`src/rtl/mixcol_pkg.sv`:
```
package mixcol_pkg;

    localparam int BYTE_W   = 8;
    localparam int ROWS     = 4;
    localparam int COLS     = 4;
    localparam int COL_W    = BYTE_W * ROWS;
    localparam int STATE_W  = COL_W * COLS;

    // Low bits of the field polynomial x^8+x^4+x^3+x+1
    localparam logic [BYTE_W-1:0] FIELD_POLY = 8'h1b;

    typedef logic [BYTE_W-1:0] gbyte_t;
    // Element 0 sits in the most significant position
    typedef gbyte_t [0:ROWS-1] col_t;
    typedef col_t   [0:COLS-1] state_t;

    typedef enum logic {
        MIX_FWD = 1'b0,
        MIX_INV = 1'b1
    } mix_dir_e;

    // Wrap a row index onto the column
    function automatic int row_wrap(input int r);
        return r % ROWS;
    endfunction

endpackage

```
`src/rtl/gf_xtime.sv`:
```
module gf_xtime
    import mixcol_pkg::*;
#(
    parameter logic [BYTE_W-1:0] POLY = FIELD_POLY
) (
    input  gbyte_t a,
    output gbyte_t dbl
);
    // Multiply by x: shift up, fold the carried-out bit back in through the polynomial
    always_comb begin
        dbl = {a[BYTE_W-2:0], 1'b0} ^ (POLY & {BYTE_W{a[BYTE_W-1]}});
    end
endmodule

```
`src/rtl/mix_column.sv`:
```
module mix_column
    import mixcol_pkg::*;
(
    input  col_t     col_in,
    input  mix_dir_e dir,
    output col_t     col_out
);
    gbyte_t colsum;
    col_t   pair;       // a[r] ^ a[r+1]
    col_t   pair_dbl;   // {02}(a[r] ^ a[r+1])
    col_t   fwd_c;
    col_t   inv_c;
    gbyte_t sum_x2, sum_x4;
    gbyte_t alt_even_x2, alt_odd_x2;   // {02}(a0^a2), {02}(a1^a3)
    gbyte_t mix_even, mix_odd;         // {04}sum ^ {02}(alt)
    gbyte_t corr_even, corr_odd;       // {08}sum ^ {04}(alt)

    always_comb begin
        colsum = '0;
        for (int r = 0; r < ROWS; r++) colsum ^= col_in[r];
    end

    genvar g;
    generate
        for (g = 0; g < ROWS; g++) begin : g_pair
            assign pair[g] = col_in[g] ^ col_in[row_wrap(g + 1)];
            gf_xtime u_pair_x2 (.a(pair[g]), .dbl(pair_dbl[g]));
            // Forward byte: {02}(a_r ^ a_r+1) ^ column sum ^ a_r
            assign fwd_c[g] = pair_dbl[g] ^ colsum ^ col_in[g];
        end
    endgenerate

    // Reuse the pair doublings: (a0^a1)^(a1^a2) = a0^a2, and linearity of doubling
    assign alt_even_x2 = pair_dbl[0] ^ pair_dbl[1];
    assign alt_odd_x2  = pair_dbl[1] ^ pair_dbl[2];

    gf_xtime u_sum_x2  (.a(colsum), .dbl(sum_x2));
    gf_xtime u_sum_x4  (.a(sum_x2), .dbl(sum_x4));

    assign mix_even = sum_x4 ^ alt_even_x2;
    assign mix_odd  = sum_x4 ^ alt_odd_x2;

    gf_xtime u_corr_e (.a(mix_even), .dbl(corr_even));
    gf_xtime u_corr_o (.a(mix_odd),  .dbl(corr_odd));

    generate
        for (g = 0; g < ROWS; g++) begin : g_inv
            if ((g % 2) == 0) begin : g_even
                assign inv_c[g] = fwd_c[g] ^ corr_even;
            end else begin : g_odd
                assign inv_c[g] = fwd_c[g] ^ corr_odd;
            end
        end
    endgenerate

    assign col_out = (dir == MIX_INV) ? inv_c : fwd_c;

    always_comb begin

        xor_sum_chk: assert ((col_out[0] ^ col_out[1] ^ col_out[2] ^ col_out[3]) == colsum);
        if (col_in[0] == col_in[1] && col_in[1] == col_in[2] && col_in[2] == col_in[3]) begin

            uniform_fix_chk: assert (col_out == col_in);
        end
        if (col_in[0] == col_in[2] && col_in[1] == col_in[3]) begin

            paired_col_chk: assert (inv_c == fwd_c);
        end
        if (col_in == '0) begin

            zero_map_chk: assert (col_out == '0);
        end
    end
endmodule

```
`src/rtl/column_mixer.sv`:
```
module column_mixer
    import mixcol_pkg::*;
(
    input  logic [127:0] state_in,
    input  logic         inverse,
    output logic [127:0] state_out
);
    state_t   st_in;
    state_t   st_out;
    mix_dir_e dir;

    assign st_in     = state_t'(state_in);
    assign dir       = mix_dir_e'(inverse);
    assign state_out = st_out;

    genvar c;
    generate
        for (c = 0; c < COLS; c++) begin : g_col
            mix_column u_col (
                .col_in  (st_in[c]),
                .dir     (dir),
                .col_out (st_out[c])
            );
        end
    endgenerate
endmodule

```
`config.mk`:
```
export PLATFORM = sky130hd
export DESIGN_NAME = column_mixer
export DESIGN_NICKNAME = d
export VERILOG_FILES = /design/src/rtl/mixcol_pkg.sv /design/src/rtl/gf_xtime.sv /design/src/rtl/mix_column.sv /design/src/rtl/column_mixer.sv
export SDC_FILE = /design/constraint.sdc
export NUM_CORES = 1
export LEC_CHECK = 0
export ABC_AREA = 0
export ABC_CLOCK_PERIOD_IN_PS = 2600
export BUFFER_PORTS_ARGS = -buffer_cell sky130_fd_sc_hd__buf_2
export CORE_MARGIN = 2
export CORE_UTILIZATION = 35
export DETAILED_ROUTE_END_ITERATION = 10
export GPL_TIMING_DRIVEN = 0
export PLACE_DENSITY_LB_ADDON = 0.12
export SLEW_MARGIN = 0
export SYNTH_ARGS = -nofsm -noshare
export SYNTH_HDL_FRONTEND = slang
export SYNTH_SLANG_ARGS = --single-unit
```
`constraint.sdc`:
```
create_clock -name vclk -period 2.6
set_input_delay 0.52 -clock vclk [all_inputs]
set_output_delay 0.52 -clock vclk [all_outputs]
set_load 0.005 [all_outputs]
```
==> results.cfg, run 1 <==
[outcome]
status = finished, violations left
violations = negative setup slack

[worst_hold_path]
worstHoldPathCells = 4
hold_class = input port to primary output
holdCritStartpoint = state_in[94]
hold_end = state_out[94]

[layout]
multiInputGateArea_um2 = 8930
regArea_um2 = 0
flops_and_latches = 0
n_antenna_cell = 0
syn_to_final_growth_pct = 71.3
clock_buffer_count = 0
fillers = 1681
nets = 1295
drive_gt1_frac = 0.521
stdcell_count = 1434

[power_and_ir_drop]
leakage_nw = 5.33
switching_share = 0.446
pwr-share-seq = 0
comb_power_share = 1.000
ir_worst_vdd_v = 0.000299
clkPwrFrac = 0
p_int_w = 0.00408
power_density_nw_per_um2 = 592
power.switching_w = 0.00329

[grt]
grt.total_usage = 0.195
grt_pass1_vias = 6414
grt_max_degree = 11
overflow = 0
antenna_found_initial = 1
grt_first_pass_wirelength_um = 34500

[floorplanning]
num_io_pins = 257
coreArea_um2 = 20300
dieArea_um2 = 21900
start_util = 0.358
die_width_um = 148
die_y_um = 148
placement_rows = 52

[worst_setup_path]
path_cells = buf_12 -> xnor2_4 -> xor3_2 -> xnor2_4 -> mux2i_4 -> xnor2_2 -> xor2_1 -> buf_2
critPathMaxFanout = 4
path_delay_family = XOR/XNOR gates
crit_arrival_ps = 2300
cp.required_ps = 2080
cp_num_buf_inv = 2
startpoint_type = input port
path_class = input port to primary output
cpMostUsedCell = xnor2_4
cp-end-kind = primary output
cpMaxStageDelayCell = xor3_2
max_stage_delay_ps = 430

[timing]
maxSlewViolCount = 0
setup_viol = 72
fmax_ghz = 0.354
relSlewSlack = 0.630
fin_ws_ps = -221
hold_viol_final = 0
tightest_slew_ps = 551
finalCritPeriodShare = 1.09
hold_ws_ps = 1450
finalWorstPathRequiredPeriod_ps = 2820
rsz0062_at_grt = true

[drt]
dr.pass1.iters = 4
post_drt_wl_per_cell_um = 16.2
wl_um = 23200
dr.first_iter.drc_count = 137
ant_nets = 0
avgViaCountPerCell = 4.35
drc = 0
vias = 6237

[synth]
yosysUniqueCellTypes = 22
syn-cell-area_um2 = 7270
syn_avg_cell_area_um2 = 9.13
ys_seq_area_frac = 0
synthCells = 796
syn-num-nets = 925
yosysWarnings = 0

[flow_run]
drv_cap = 0

[placed_design]
port_buffers = 229
place_inst = 1295
dp_hpwl_um = 17100
gp_congestion = 0.834

[clocking]
cts_hold_buf = 0
==> worst max-delay path by stage <==
stage	to	depth (start not counted)	startpoint	slack [ps]
floorplan	state_out[126]	6	state_in[99]	-70
global route	state_out[62]	8	state_in[63]	-330
detailed placement	state_out[2]	7	inverse	-940
CTS	state_out[108]	8	state_in[117]	-280
global placement	state_out[6]	7	inverse	-960
finish	state_out[62]	8	state_in[63]	-220
==> tightest hold or removal path, delay by kind of cell <==
| family | cells | cell delay, ps |
|---|---|---|
| XOR/XNOR | 2 | 190 |
| buffers and inverters | 2 | 220 |
==> metrics by stage <==
stage / util / TNS [ps] / instance area (µm²) / worst slack, ps / total power [W]
after floorplan: - / -100 / 7460 / -66.7 / 0.00402
after CTS: 0.554 / -6890 / 11200 / -284 / 0.00682
after global routing: 0.614 / -13200 / 12500 / -333 / 0.00794
after detailed placement: 0.441 / -63970 / 8940 / -945 / 0.00597
final: 0.614 / -5940 / 12500 / -221 / 0.00737
after global placement: 0.441 / -63970 / 8940 / -955 / 0.00599
==> synthesized netlist by cell type (all sizes together) <==
library cell | count | share of area
or2 | 1 | 0.00086
and2 | 1 | 0.00086
nor2 | 2 | 0.0010
nand2 | 51 | 0.026
nor2b | 3 | 0.0026
clkbuf | 23 | 0.013
xnor2 | 483 | 0.60
xnor3 | 37 | 0.11
xor3 | 4 | 0.013
nand2b | 9 | 0.0088
buf | 12 | 0.0079
inv | 1 | 0.00052
mux2i | 6 | 0.0083
xor2 | 163 | 0.21
==> area by class of cell <==
type,count,share of cell area
timing repair buffer,368,0.224
buffer,35,0.0315
inverter,1,0.000301
multi-input combinational,760,0.717
tap,270,0.0271
==> power by group through the flow <==
stage / combinational (W) / sequential [W] / clock (W)
2_1_floorplan: 0.00402 / 0 / 0
3_3_place_gp: 0.00599 / 0 / 0
3_5_place_dp: 0.00597 / 0 / 0
4_1_cts: 0.00682 / 0 / 0
5_1_grt: 0.00794 / 0 / 0
6_report: 0.00737 / 0 / 0
==> cells by family after synthesis <==
group                     synth area share
xor gates and xnor gates             0.930
and+or+nand+nor                     0.0404
muxes                              0.00826
buffers and inverters               0.0210
==> timing repair <==
action | 4_1_cts | 5_1_grt
resized for setup | 289 | 174
pin swaps | 149 | 113
setup buffers | 85 | 54
setup endpoints to repair | 126 | 118
==> cells in the final DEF (no fill, tap or decap), types with 2 or more instances in the layout <==
cell       count
clkbuf_2       3
xnor3_1       20
buf_6         44
buf_12        26
nand2_1       38
clkbuf_16      4
xor2_2        34
clkbuf_4       2
xor3_2         3
xnor2_1      373
buf_4        122
xor2_1       112
xnor2_2       72
clkbuf_1       5
buf_2        185
nand2b_1       3
nand2_2       13
xnor2_4       38
mux2i_4        4
xnor3_2       17
buf_8          9
clkbuf_8       3
xor2_4        17
nand2b_4       6
==> layer usage <==
layer  share of wire  track usage  up-vias
li1                -            -     3128
met1            0.44        0.269     2962
met2            0.51        0.350      141
met3           0.043       0.0184        6
met4          0.0023      0.00571        0
met5               0            0        -
Note: power is estimated with default switching activity, not from simulation.
==> inputs of run 2 (changes only) <==
--- a/config.mk
+++ b/config.mk
@@ -13,6 +13,7 @@
 export DETAILED_ROUTE_END_ITERATION = 10
 export GPL_TIMING_DRIVEN = 0
 export PLACE_DENSITY_LB_ADDON = 0.12
+export RECOVER_POWER = 50
 export SLEW_MARGIN = 0
 export SYNTH_ARGS = -nofsm -noshare
 export SYNTH_HDL_FRONTEND = slang
==> results.cfg, run 2 (synthesis gave the netlist of run 1 again) <==
[outcome]
status = finished, violations left
violations = negative setup slack

[power_and_ir_drop]
comb_power_share = 1.000
power.switching_w = 0.00328
switching_share = 0.447
clkPwrFrac = 0
p_total_w = 0.00735
p_int_w = 0.00407
pwr-share-seq = 0
ir_worst_vdd_v = 0.000299
power_density_nw_per_um2 = 592
leakage_nw = 5.31

[timing]
setup_viol = 74
setup_tns_ps = -6010
rsz0062_at_grt = true
finalCritPeriodShare = 1.09
maxSlewViolCount = 0
finalWorstPathRequiredPeriod_ps = 2820
fin_ws_ps = -223
hold_viol_final = 0
fmax_ghz = 0.354
relSlewSlack = 0.613
tightest_slew_ps = 577

[layout]
nets = 1295
syn_to_final_growth_pct = 70.7
n_antenna_cell = 0
clock_buffer_count = 0
fin_area_um2 = 12400
fillers = 1687
drive_gt1_frac = 0.515
flops_and_latches = 0
multiInputGateArea_um2 = 8890
final_cell_mix = xnor2_1, buf_2, buf_4, xor2_1, xnor2_2
final_common_cell = xnor2_1
final_util = 0.612
regArea_um2 = 0

[clocking]
cts_hold_buf = 0

[worst_setup_path]
cp.required_ps = 2080
critPathMaxFanout = 4
path_cells = buf_12 -> xnor2_4 -> xor3_2 -> xnor2_4 -> mux2i_4 -> xnor2_2 -> xor2_1 -> buf_2
cp_num_buf_inv = 2
max_stage_delay_ps = 430
path_delay_family = XOR/XNOR gates
cp-end-kind = primary output
cpMaxStageDelayCell = xor3_2
startpoint_type = input port
crit_arrival_ps = 2300
path_class = input port to primary output
cpMostUsedCell = xnor2_4

[grt]
grt_first_pass_wirelength_um = 34500
overflow = 0
grt_pass1_vias = 6414
grt.total_usage = 0.195
grt_max_degree = 11
antenna_found_initial = 1

[worst_hold_path]
hold_class = input port to primary output

[drt]
dr.pass1.iters = 4
dr.first_iter.drc_count = 145
ant_nets = 0
post_drt_wl_per_cell_um = 16.2
drc = 0
wl_um = 23200
avgViaCountPerCell = 4.36
vias = 6248

[flow_run]
drv_cap = 0

[floorplanning]
placement_rows = 52
start_util = 0.358
dieArea_um2 = 21900
coreArea_um2 = 20300
num_io_pins = 257
die_width_um = 148
die_y_um = 148

[placed_design]
dpl-instance-area_um2 = 8940
dp_hpwl_um = 17100
gp_congestion = 0.834
place_ws_ps = -945
port_buffers = 229
-- run 2: changes by cell type in the layout (fill, tap and decap cells not counted), sizes merged --
cell	change
buf	-7
clkbuf	+7
-- run 2: what timing repair did --
item / CTS / global route
endpoints found under the setup margin: 126 / 118
setup buffers: 85 / 54
pin swaps: 149 / 113
gates resized for setup: 289 / 174
-- run 2: tightest hold or removal path: stages --
cell and delay [ps]:
buf_12 100, xor2_1 70, xor2_1 120, buf_2 120
-- run 2: per-layer routing --
layer	track usage	part of all wire	routed length [µm]	vias to the layer above
met1	0.269	0.44	10200	2957
met3	0.0184	0.048	1110	6
met4	0.00571	0.0023	54	0
li1	-	-	-	3132
met5	0	0	0	-
met2	0.350	0.51	11800	153
-- run 2: final cells by class --
| type | count | area share |
|---|---|---|
| multi-input cells | 760 | 0.717 |
| well taps | 270 | 0.0272 |
| repair buffers | 368 | 0.224 |
| inverters | 1 | 0.000302 |
| plain buffers | 35 | 0.0316 |
-- run 2: power groups by stage --
stage	Combinational (W)	Clock, W	Sequential, W
6_report	0.00735	0	0
5_1_grt	0.00791	0	0
4_1_cts	0.00682	0	0
3_5_place_dp	0.00597	0	0
3_3_place_gp	0.00599	0	0
2_1_floorplan	0.00402	0	0
-- run 2: stage by stage --
stage	hold slack, ps	std cells
2_1_floorplan	1170	796
3_3_place_gp	1450	1295
3_5_place_dp	1450	1295
4_1_cts	1470	1380
5_1_grt	1490	1434
6_report	1450	1434
-- run 2: path summary, 6_finish.rpt --
| check | startpoint | end | cells after the start |
|---|---|---|---|
| hold / removal | state_in[94] | state_out[94] | 4 |
| setup / recovery | state_in[63] | state_out[62] | 8 |
==> inputs of run 3 (changes only) <==
--- a/config.mk
+++ b/config.mk
@@ -9,7 +9,7 @@
 export ABC_CLOCK_PERIOD_IN_PS = 2600
 export BUFFER_PORTS_ARGS = -buffer_cell sky130_fd_sc_hd__buf_2
 export CORE_MARGIN = 2
-export CORE_UTILIZATION = 35
+export CORE_UTILIZATION = 25
 export DETAILED_ROUTE_END_ITERATION = 10
 export GPL_TIMING_DRIVEN = 0
 export PLACE_DENSITY_LB_ADDON = 0.12
==> results.cfg, run 3 (synthesis gave the netlist of run 1 again) <==
[layout]
regArea_um2 = 0
nets = 1294
clock_buffer_count = 0
flops_and_latches = 0
final_common_cell = xnor2_1
fillers = 2763
drive_gt1_frac = 0.563
final_cell_mix = xnor2_1, buf_2, buf_4, xor2_1, xnor2_2
multiInputGateArea_um2 = 9380
stdcell_count = 1547
n_antenna_cell = 0
syn_to_final_growth_pct = 79.3

[timing]
finalWorstPathRequiredPeriod_ps = 2830
fin_ws_ps = -234
rsz0062_at_grt = true
fmax_ghz = 0.353
maxSlewViolCount = 0
hold_viol_final = 0
relSlewSlack = 0.454
finalCritPeriodShare = 1.09
setup_viol = 76
tightest_slew_ps = 814
hold_ws_ps = 1450

[worst_setup_path]
path_class = input port to primary output
crit_arrival_ps = 2310
startpoint_type = input port
path_delay_family = XOR/XNOR gates
cp-end-kind = primary output
max_stage_delay_ps = 530
cp.required_ps = 2080
cpMaxStageDelayCell = xnor3_2
path_cells = buf_12 -> xor2_4 -> xnor3_2 -> xnor2_4 -> mux2i_2 -> xnor2_2 -> xnor2_1 -> buf_2
cp_num_buf_inv = 2
critPathMaxFanout = 4

[power_and_ir_drop]
switching_share = 0.449
p_int_w = 0.00434
clkPwrFrac = 0
ir_worst_vdd_v = 0.000268
leakage_nw = 5.55
pwr-share-seq = 0
power.switching_w = 0.00354
power_density_nw_per_um2 = 605
comb_power_share = 1.000

[drt]
dr.pass1.iters = 4
wl_um = 25000
dr.first_iter.drc_count = 118
avgViaCountPerCell = 4.04
vias = 6251
drc = 0
ant_nets = 0
post_drt_wl_per_cell_um = 16.1

[grt]
overflow = 0
grt.total_usage = 0.157
grt_first_pass_wirelength_um = 38000
grt_pass1_vias = 6589
antenna_found_initial = 0
grt_max_degree = 11

[placed_design]
gp_congestion = 0.779
place_inst = 1409
port_buffers = 229
place_ws_ps = -1160
dp_hpwl_um = 19600

[floorplanning]
die_y_um = 175
coreArea_um2 = 28700
start_util = 0.253
num_io_pins = 257
dieArea_um2 = 30500
placement_rows = 62
die_width_um = 175

[outcome]
status = finished, violations left
violations = negative setup slack

[worst_hold_path]
worstHoldPathCells = 4
holdCritStartpoint = state_in[93]
hold_end = state_out[70]
hold_class = input port to primary output

[flow_run]
drv_cap = 0

[clocking]
cts_hold_buf = 0
-- run 3: changes by cell type in the layout (fill, tap and decap cells not counted), sizes merged --
cell	change
clkbuf	-5
buf	+4
-- run 3: worst max path at each step --
| stage | start | cells after the start | slack, ps | end |
|---|---|---|---|---|
| final | state_in[38] | 8 | -230 | state_out[36] |
| after global routing | state_in[109] | 9 | -310 | state_out[99] |
| after CTS | state_in[117] | 8 | -280 | state_out[108] |
| after detailed placement | inverse | 7 | -1160 | state_out[77] |
| after global placement | inverse | 7 | -1200 | state_out[6] |
| after floorplan | state_in[99] | 6 | -70 | state_out[126] |
-- run 3: through the flow --
step                      area [µm²]   util  setup TNS, ps  total power [W]
after CTS                      11700  0.408          -8950          0.00717
after floorplan                 7460      -           -100          0.00402
after detailed placement        9090  0.317         -75490          0.00612
after global placement          9090  0.317         -76600          0.00614
after global routing           13000  0.454         -16020          0.00847
final                          13000  0.454          -8600          0.00788
-- run 3: power by group through the flow --
stage | combinational [W] | clock [W] | sequential [W]
after CTS | 0.00717 | 0 | 0
final | 0.00788 | 0 | 0
after global placement | 0.00614 | 0 | 0
after detailed placement | 0.00612 | 0 | 0
after global routing | 0.00847 | 0 | 0
after floorplan | 0.00402 | 0 | 0
-- run 3: per-layer routing --
layer  part of all wire  wire length [µm]  track usage
met3              0.035               880       0.0127
met5                  0                 0            0
met2               0.51             12800        0.284
met4            0.00088                22      0.00208
met1               0.45             11200        0.215
-- run 3: final cells by class --
cell class | count | area share
multi-input combinational | 760 | 0.720
inverter | 1 | 0.000288
buffer | 35 | 0.0308
tap | 384 | 0.0369
timing repair buffer | 367 | 0.212
-- run 3: repair_timing --
action | in CTS | in global routing
setup endpoints to repair | 127 | 123
buffers inserted | 90 | 50
resized for setup | 349 | 181
pin swaps | 173 | 129
gates cloned | 0 | 0
